===== config.mk =====
export PLATFORM = sky130hd
export DESIGN_NAME = pin_data_regs
export DESIGN_NICKNAME = d
export VERILOG_FILES = /design/src/rtl/pin_data_pkg.sv /design/src/rtl/pin_bus_decode.sv /design/src/rtl/pin_in_sync.sv /design/src/rtl/pin_out_latch.sv /design/src/rtl/pin_data_regs.sv
export SDC_FILE = /design/constraint.sdc
export NUM_CORES = 1
export LEC_CHECK = 0
export ABC_AREA = 1
export BUFFER_PORTS_ARGS = -buffer_cell sky130_fd_sc_hd__buf_2
export CAP_MARGIN = 5
export CORE_ASPECT_RATIO = 1.2
export CORE_MARGIN = 8
export CORE_UTILIZATION = 45
export CTS_CLUSTER_SIZE = 14
export DETAILED_ROUTE_END_ITERATION = 10
export GPL_ROUTABILITY_DRIVEN = 0
export PLACE_DENSITY = 0.72
export SETUP_SLACK_MARGIN = 0.15
export SLEW_MARGIN = 5
export SYNTH_ARGS = -nofsm -noshare
export SYNTH_HDL_FRONTEND = slang
export SYNTH_SLANG_ARGS = --single-unit
export TNS_END_PERCENT = 5

===== constraint.sdc =====
create_clock -name clk -period 1.1 [get_ports clk]
set_input_delay 0.055 -clock clk [delete_from_list [all_inputs] [get_ports clk]]
set_output_delay 0.055 -clock clk [all_outputs]
set_load 0.005 [all_outputs]

===== src/rtl/pin_data_pkg.sv =====
package pin_data_pkg;

    localparam int PIN_COUNT = 32;
    localparam int BUS_AW    = 5;

    localparam int OFS_DATA = 'h00;
    localparam int OFS_SET  = 'h04;
    localparam int OFS_CLR  = 'h08;
    localparam int OFS_TOG  = 'h0C;
    localparam int OFS_IN   = 'h10;

    typedef enum logic [2:0] {
        SEL_NONE,
        SEL_DATA,
        SEL_SET,
        SEL_CLR,
        SEL_TOG,
        SEL_IN
    } reg_sel_e;

    typedef enum logic [2:0] {
        OP_HOLD,
        OP_LOAD,
        OP_SET,
        OP_CLR,
        OP_TOG
    } latch_op_e;

    typedef struct packed {
        reg_sel_e  sel;
        latch_op_e op;
    } bus_dec_t;

    function automatic latch_op_e op_of_sel(input reg_sel_e s, input logic we);
        if (!we) return OP_HOLD;
        case (s)
            SEL_DATA: return OP_LOAD;
            SEL_SET:  return OP_SET;
            SEL_CLR:  return OP_CLR;
            SEL_TOG:  return OP_TOG;
            default:  return OP_HOLD;
        endcase
    endfunction

endpackage


===== src/rtl/pin_bus_decode.sv =====
module pin_bus_decode
    import pin_data_pkg::*;
#(
    parameter int ADDR_W = BUS_AW
) (
    input  logic [ADDR_W-1:0] addr,
    input  logic              we,
    output bus_dec_t          dec
);

    reg_sel_e sel;

    always_comb begin
        if (addr == ADDR_W'(OFS_DATA))      sel = SEL_DATA;
        else if (addr == ADDR_W'(OFS_SET))  sel = SEL_SET;
        else if (addr == ADDR_W'(OFS_CLR))  sel = SEL_CLR;
        else if (addr == ADDR_W'(OFS_TOG))  sel = SEL_TOG;
        else if (addr == ADDR_W'(OFS_IN))   sel = SEL_IN;
        else                                sel = SEL_NONE;
    end

    always_comb begin
        dec.sel = sel;
        dec.op  = op_of_sel(sel, we);
    end

endmodule


===== src/rtl/pin_in_sync.sv =====
module pin_in_sync #(
    parameter int WIDTH  = 32,
    parameter int STAGES = 2
) (
    input  logic             clk,
    input  logic             rst,
    input  logic [WIDTH-1:0] async_in,
    output logic [WIDTH-1:0] sync_out
);

    logic [WIDTH-1:0] stage_q [STAGES];

    always_ff @(posedge clk) begin
        if (rst) stage_q[0] <= '0;
        else     stage_q[0] <= async_in;
    end

    for (genvar g = 1; g < STAGES; g++) begin : g_stage
        always_ff @(posedge clk) begin
            if (rst) stage_q[g] <= '0;
            else     stage_q[g] <= stage_q[g-1];
        end
    end

    assign sync_out = stage_q[STAGES-1];

endmodule


===== src/rtl/pin_out_latch.sv =====
module pin_out_latch
    import pin_data_pkg::*;
#(
    parameter int WIDTH = 32
) (
    input  logic             clk,
    input  logic             rst,
    input  latch_op_e        op,
    input  logic [WIDTH-1:0] wdata,
    output logic [WIDTH-1:0] q
);

    logic [WIDTH-1:0] q_next;

    always_comb begin
        case (op)
            OP_LOAD: q_next = wdata;
            OP_SET:  q_next = q | wdata;
            OP_CLR:  q_next = q & ~wdata;
            OP_TOG:  q_next = q ^ wdata;
            default: q_next = q;
        endcase
    end

    always_ff @(posedge clk) begin
        if (rst) q <= '0;
        else     q <= q_next;
    end

endmodule


===== src/rtl/pin_data_regs.sv =====
module pin_data_regs
    import pin_data_pkg::*;
#(
    parameter int PIN_W       = PIN_COUNT,
    parameter int ADDR_W      = BUS_AW,
    parameter int SYNC_STAGES = 2
) (
    input  logic              clk,
    input  logic              rst,
    input  logic [ADDR_W-1:0] bus_addr,
    input  logic              bus_we,
    input  logic [PIN_W-1:0]  bus_wdata,
    output logic [PIN_W-1:0]  bus_rdata,
    input  logic [PIN_W-1:0]  pin_in,
    output logic [PIN_W-1:0]  pin_out
);

    bus_dec_t         dec;
    logic [PIN_W-1:0] latch_q;
    logic [PIN_W-1:0] in_sync;

    pin_bus_decode #(.ADDR_W(ADDR_W)) u_dec (
        .addr (bus_addr),
        .we   (bus_we),
        .dec  (dec)
    );

    pin_out_latch #(.WIDTH(PIN_W)) u_latch (
        .clk   (clk),
        .rst   (rst),
        .op    (dec.op),
        .wdata (bus_wdata),
        .q     (latch_q)
    );

    pin_in_sync #(.WIDTH(PIN_W), .STAGES(SYNC_STAGES)) u_sync (
        .clk      (clk),
        .rst      (rst),
        .async_in (pin_in),
        .sync_out (in_sync)
    );

    always_comb begin
        case (dec.sel)
            SEL_DATA: bus_rdata = latch_q;
            SEL_IN:   bus_rdata = in_sync;
            default:  bus_rdata = '0;
        endcase
    end

    assign pin_out = latch_q;

endmodule


==> results of run 1 <==
## through the flow
step | area [µm²] | utilization (%)
3_3_place_gp | 7100 | 56.8
2_1_floorplan | 5720 | -
4_1_cts | 8590 | 68.7
5_1_grt | 8820 | 70.6
6_report | 8820 | 70.6
3_5_place_dp | 7100 | 56.8
## synthesized netlist by cell type (2+ instances only)
cell type  instances  area share (%)
buf_1              9            0.59
buf_2             14             1.2
buf_4              6            0.79
clkbuf_1          13            0.86
dfxtp_1           96              34
ha_1              64              14
inv_1            197              13
inv_2              4            0.26
nand2_1          171              11
nand3_1           90             7.9
nand4_1            2            0.22
nor2_1           161              11
nor2_2             2            0.22
nor2_4             3            0.59
o22ai_1           32             3.5
## cells by family after synthesis
family	after synthesis	share of synthesized area [%]
adders and majority gates	64	14.1
DFF	96	33.8
and+or+nand+nor	434	31.9
buffers and inverters	243	16.7
AOI/OAI and AO/OA	32	3.52
## what timing repair did
item	in CTS	in global routing
gates resized for setup	171	48
buffers inserted	22	1
hold endpoints to repair	32	0
hold buffers	32	0
pin swaps	93	34
gates cloned	1	1
setup endpoints to repair	78	91
## final cells by class
| cell class | count | area (µm²) |
|---|---|---|
| Clock buffer | 9 | 225 |
| Multi-Input combinational cell | 530 | 3240 |
| Antenna cell | 1 | 2.50 |
| Timing Repair Buffer | 271 | 2290 |
| Inverter | 201 | 769 |
| Sequential cell | 96 | 1970 |
| Tap cell | 164 | 205 |
| Fill cell | 976 | 3680 |
| Clock inverter | 6 | 116 |
## worst paths after layout
kind / from / to / slack, ns
setup / recovery: u_latch.q[12]$_SDFFE_PP0P_ / bus_rdata[12] / -0.05
hold / removal: bus_wdata[26] / u_latch.q[26]$_SDFFE_PP0P_ / 0.09
setup reg to reg: u_latch.q[18]$_SDFFE_PP0P_ / u_latch.q[18]$_SDFFE_PP0P_ / -0.04
hold reg to reg: u_sync.stage_q[0][9]$_SDFF_PP0_ / u_sync.stage_q[1][9]$_SDFF_PP0_ / 0.40
## state kept, by name, indices dropped and copies added, names as in the netlist
register,flops
u_latch.q,32
u_sync.stage_q,64
## metal layers
metal	track usage [%]	vias up	wire, µm
met5	0	-	13
met4	10.3	2	505
met3	5.26	42	1360
met2	39.2	258	9790
met1	23.5	2782	7320
li1	-	3065	-
## where the power goes
part | switching [mW] | internal [mW] | leakage, nW
logic | 0.770 | 0.766 | 3.64
registers | 0.0763 | 3.65 | 0.805
clock network | 1.40 | 2.23 | 0.166
## placed cells by master, fill, tap and decap left out, drive strengths merged, types with 2 or more instances in the layout
cell type | netlist | final
nand3 | 91 | 91
o22ai | 32 | 32
nand4 | 4 | 4
dfxtp | 96 | 96
nand2 | 172 | 172
clkinv | 0 | 2
buf | 29 | 238
dlygate4sd3 | 0 | 32
inv | 201 | 202
ha | 64 | 64
nor2 | 166 | 166
clkbuf | 13 | 10
bufinv | 0 | 3
## tightest hold or removal path: stages
cell and delay [ns]:
buf_2 0.10, nor2_1 0.04, nand3_1 0.07, nand3_1 0.07, nor2_1 0.07
==> impl_metrics.py, run 1 <==
metrics = {
    "run_status": {
        "status": "finished with violations",
        "violations": "negative setup slack",
    },
    "placement": {
        "io_buffers": 135,
        "pre_cts_slack_ns": -0.225,
        "dp.cells": 1205,
        "dp_hpwl_um": 11900,
    },
    "critical_path": {
        "cp_num_buf_inv": 3,
        "cp-end-kind": "primary output",
        "reg2regPathDepth": 7,
        "max_stage_delay_ns": 0.34,
        "critPathKind": "flip-flop to primary output",
        "crit_family": "flip-flops",
        "crit_path_start_kind": "flip-flop",
        "crit_required_ns": 1.04,
        "critPathArrivalTime_ns": 1.10,
        "cp_max_fo": 2,
        "path_cells": "inv_2 > buf_6 > o22ai_2 > buf_2",
        "cp_num_cells": 4,
        "cp_slowest_cell": "dfxtp_2",
    },
    "power": {
        "ir_worst_vdd_uv": 982,
        "powerDensity_nw_per_um2": 1010,
        "power_mw": 8.89,
        "p_leak_nw": 4.61,
    },
    "route": {
        "routed_wl_um": 19000,
        "vias_per_cell": 4.81,
        "post-route-drc-count": 0,
        "drt-initial-drc-count": 497,
        "ant_nets": 0,
        "routedWlPerCell_um": 14.9,
        "dr.pass1.iters": 5,
        "num_vias": 6149,
    },
    "final_layout": {
        "final_cells": 1278,
        "syn2layout_area_growth_pct": 54.9,
        "layout.nets": 1245,
        "drive_gt1_share_pct": 35.3,
    },
    "sta": {
        "fin_skew_ns": 0.00500,
        "fmax_ghz": 0.866,
        "fin_ws_ns": -0.0545,
        "min_period_ns": 1.15,
        "relSlewSlack_pct": 73.2,
        "setup-tns-final_ns": -0.741,
        "worst_pin_slew_ns": 0.402,
        "slew_viol_final": 0,
        "rsz0062_at_grt": "yes",
        "hold_violations": 0,
        "period_share_pct": 105,
        "final-setup-viol-count": 28,
        "worst_hold_slack_ns": 0.0884,
    },
    "min_path": {
        "hold_class": "input pin to flip-flop",
        "hold_path_depth": 5,
    },
    "yosys": {
        "synth_cell_type_count": 20,
        "netlist_instances": 869,
        "synth-seq-area-share_pct": 33.8,
        "ys_ff_latch": 96,
        "syn_avg_cell_area_um2": 6.55,
        "syn_area_um2": 5690,
        "yosys_warnings": 0,
        "ys_async_sr_fraction_pct": 0,
        "synth_nets": 1005,
        "synth_edf_count": 0,
        "yosys_most_used_dff": "dfxtp_1",
    },
    "global_routing": {
        "grtUsageTotal_pct": 21.8,
        "antenna_found_initial": 2,
        "first_global_vias": 6182,
        "gr-total-overflow": 0,
        "grt_pass1_wl_um": 29500,
        "grt_max_degree": 35,
    },
    "clock_network": {
        "clk_latency_ns": 0.35,
        "cts-buffers-inserted": 9,
        "cts_tree": "yes",
        "clockBufferDepth": 2,
        "cts-htree-levels": 3,
        "clock_sinks": 96,
        "cts-root-buf": "clkbuf_16",
        "cts.clk_slew.worst_paths_ns": 0.07,
    },
    "floorplan": {
        "die_h_um": 139,
        "coreArea_um2": 12500,
        "initial_utilization_pct": 45.6,
        "ios": 136,
        "rows": 45,
        "die-area_um2": 16500,
        "die_w_um": 119,
    },
    "flow_run": {
        "drv_cap": 0,
    },
}
(Power assumes the default switching activity.)
==> run 2, diff against run 1 <==
--- a/config.mk
+++ b/config.mk
@@ -10,11 +10,11 @@
 export CAP_MARGIN = 5
 export CORE_ASPECT_RATIO = 1.2
 export CORE_MARGIN = 8
-export CORE_UTILIZATION = 45
+export CORE_UTILIZATION = 49
 export CTS_CLUSTER_SIZE = 14
 export DETAILED_ROUTE_END_ITERATION = 10
 export GPL_ROUTABILITY_DRIVEN = 0
-export PLACE_DENSITY = 0.72
+export PLACE_DENSITY = 0.77
 export SETUP_SLACK_MARGIN = 0.15
 export SLEW_MARGIN = 5
 export SYNTH_ARGS = -nofsm -noshare
==> run 2 against run 1 <==
Design area is 2.7% lower. Combinational power decreased by 5%. Via count grew 0.54%. Count of clock-buffer cells in the layout unchanged. The flow still finishes with violations (negative setup slack). Utilization increased by 4.4 points.
==> impl_metrics.py, run 2 (same netlist as run 1, synthesis figures left out) <==
metrics = {
    "run_status": {
        "status": "finished with violations",
        "violations": "negative setup slack",
    },
    "sta": {
        "min_period_ns": 1.24,
        "worst_hold_slack_ns": 0.0725,
        "period_share_pct": 113,
        "setup-tns-final_ns": -2.54,
        "worst_pin_slew_ns": 0.317,
        "fmax_ghz": 0.806,
        "hold_violations": 0,
        "fin_skew_ns": 0.00620,
        "final-setup-viol-count": 37,
        "relSlewSlack_pct": 78.9,
        "fin_ws_ns": -0.140,
        "slew_viol_final": 0,
        "rsz0062_at_grt": "yes",
    },
    "global_routing": {
        "antenna_found_initial": 2,
        "grtUsageTotal_pct": 25.5,
        "first_global_vias": 6264,
        "gr-total-overflow": 0,
        "grt_max_degree": 65,
        "grt_pass1_wl_um": 30900,
    },
    "final_layout": {
        "regMostFlops": "u_sync.stage_q",
        "fill_cells": 830,
        "utilization_pct": 74.9,
        "multiInputGateArea_um2": 3170,
        "layout.nets": 1235,
        "reg_top3": "u_sync.stage_q (64), u_latch.q (32)",
        "syn2layout_area_growth_pct": 50.8,
        "largest_register_ffs": 64,
        "final_cell_mix": "inv_1 (188), nand2_1 (159), nor2_1 (149)",
        "layout_commonest_cell": "inv_1",
        "stdcell_area_um2": 8590,
        "drive_gt1_share_pct": 32.2,
        "seqCellArea_um2": 1960,
    },
    "route": {
        "ant_nets": 0,
        "vias_per_cell": 4.89,
        "post-route-drc-count": 0,
        "routed_wl_um": 19600,
        "drt-initial-drc-count": 432,
        "num_vias": 6182,
        "dr.pass1.iters": 5,
        "routedWlPerCell_um": 15.5,
    },
    "clock_network": {
        "cts_tree": "yes",
        "clk_latency_ns": 0.35,
        "clockBufferDepth": 2,
        "cts-buffers-inserted": 9,
        "clock_sinks": 96,
        "cts-root-buf": "clkbuf_16",
        "cts.clk_slew.worst_paths_ns": 0.07,
        "cts-htree-levels": 3,
    },
    "min_path": {
        "hold_path_depth": 5,
        "hold_start": "bus_wdata[20]",
        "min_to": "u_latch.q[20]$_SDFFE_PP0P_",
        "hold_class": "input pin to flip-flop",
    },
    "critical_path": {
        "timing.rr.start": "u_latch.q[7]$_SDFFE_PP0P_",
        "path_cells": "inv_1 > buf_4 > o22ai_1 > buf_2",
        "cp_slowest_cell": "dfxtp_2",
        "critPathKind": "flip-flop to primary output",
        "critPathArrivalTime_ns": 1.19,
        "max_stage_delay_ns": 0.34,
        "reg2regPathDepth": 6,
        "reg2reg_slack_ns": -0.01,
        "cp-end-kind": "primary output",
        "crit_required_ns": 1.04,
        "crit_path_start_kind": "flip-flop",
        "cp_max_fo": 3,
        "reg2reg_to": "u_latch.q[7]$_SDFFE_PP0P_",
    },
    "placement": {
        "dp_hpwl_um": 11400,
        "dpl_cell_area_um2": 7020,
        "io_buffers": 135,
    },
    "floorplan": {
        "die_h_um": 134,
        "die-area_um2": 15300,
        "coreArea_um2": 11500,
        "initial_utilization_pct": 49.7,
        "die_w_um": 114,
        "ios": 136,
        "rows": 43,
    },
    "power": {
        "ir_worst_vdd_uv": 1000,
        "powerDensity_nw_per_um2": 962,
        "p_leak_nw": 4.59,
        "power_mw": 8.26,
    },
    "flow_run": {
        "drv_cap": 0,
    },
}
## run 2: cell types whose count changed in the layout (fill, tap and decap cells not counted), moves of 6 or more
| cell | previous run | this run |
|---|---|---|
| ha_1 | 39 | 63 |
| o22ai_2 | 26 | 20 |
| nor2_1 | 161 | 149 |
| inv_2 | 31 | 11 |
| ha_2 | 16 | 0 |
| buf_2 | 104 | 116 |
| ha_4 | 9 | 1 |
| nand2_1 | 169 | 159 |
| nor2_2 | 1 | 12 |
| buf_6 | 68 | 44 |
| nand2_2 | 2 | 12 |
| inv_1 | 164 | 188 |
## run 2: worst max path at each step
stage	start	depth (start not counted)	slack (ns)	end
final	u_latch.q[27]$_SDFFE_PP0P_	4	-0.14	bus_rdata[27]
after detailed placement	bus_addr[2]	10	-0.48	u_latch.q[8]$_SDFFE_PP0P_
after CTS	bus_addr[0]	8	-0.1	bus_rdata[11]
after global routing	bus_addr[0]	8	-0.15	bus_rdata[5]
after floorplan	bus_addr[1]	9	0.04	u_latch.q[14]$_SDFFE_PP0P_
after global placement	bus_addr[2]	10	-0.45	u_latch.q[1]$_SDFFE_PP0P_
## run 2: cell type report
cell class,count,share of cell area (%)
Clock inverter,7,0.729
Antenna cell,2,0.0583
Multi-Input combinational cell,531,36.9
Tap cell,157,2.29
Sequential cell,96,22.8
Timing Repair Buffer,260,25.6
Clock buffer,9,2.62
Inverter,201,8.96
## run 2: worst max-delay path, delay by kind of cell, from the launching register on
kind | cells | cell delay [ns]
AOI/OAI and AO/OA | 1 | 0.15
DFF | 1 | 0.34
buffers and inverters | 3 | 0.35
## run 2: through the flow
| step | std cells | setup slack (ns) |
|---|---|---|
| finish | 1263 | -0.140 |
| global placement | 1188 | -0.446 |
| detailed placement | 1188 | -0.476 |
| floorplan | 869 | 0.0351 |
| global route | 1263 | -0.153 |
| CTS | 1260 | -0.0966 |
## run 2: where the power goes
part | total, mW | switching, mW | leakage, nW | internal (mW)
Sequential | 3.73 | 0.0745 | 0.804 | 3.65
Combinational | 1.46 | 0.755 | 3.64 | 0.701
Clock | 3.08 | 1.49 | 0.144 | 1.59
Total | 8.26 | 2.32 | 4.59 | 5.94
## run 2: what timing repair did
item	4_1_cts	5_1_grt
pin swaps	46	20
gates resized for setup	128	41
hold buffers	32	0
endpoints found under the setup margin	75	80
endpoints found under the hold margin	32	0
buffers inserted	18	1
cloned	6	0
## run 2: metal layers
layer  vias to the layer above  global-route usage, %  part of all wire (%)
met3                        46                   5.89                   7.6
li1                       3043                      -                     -
met4                         0                   11.7                   2.9
met5                         -                      0                     0
met2                       253                   44.3                    50
met1                      2840                   28.8                    39
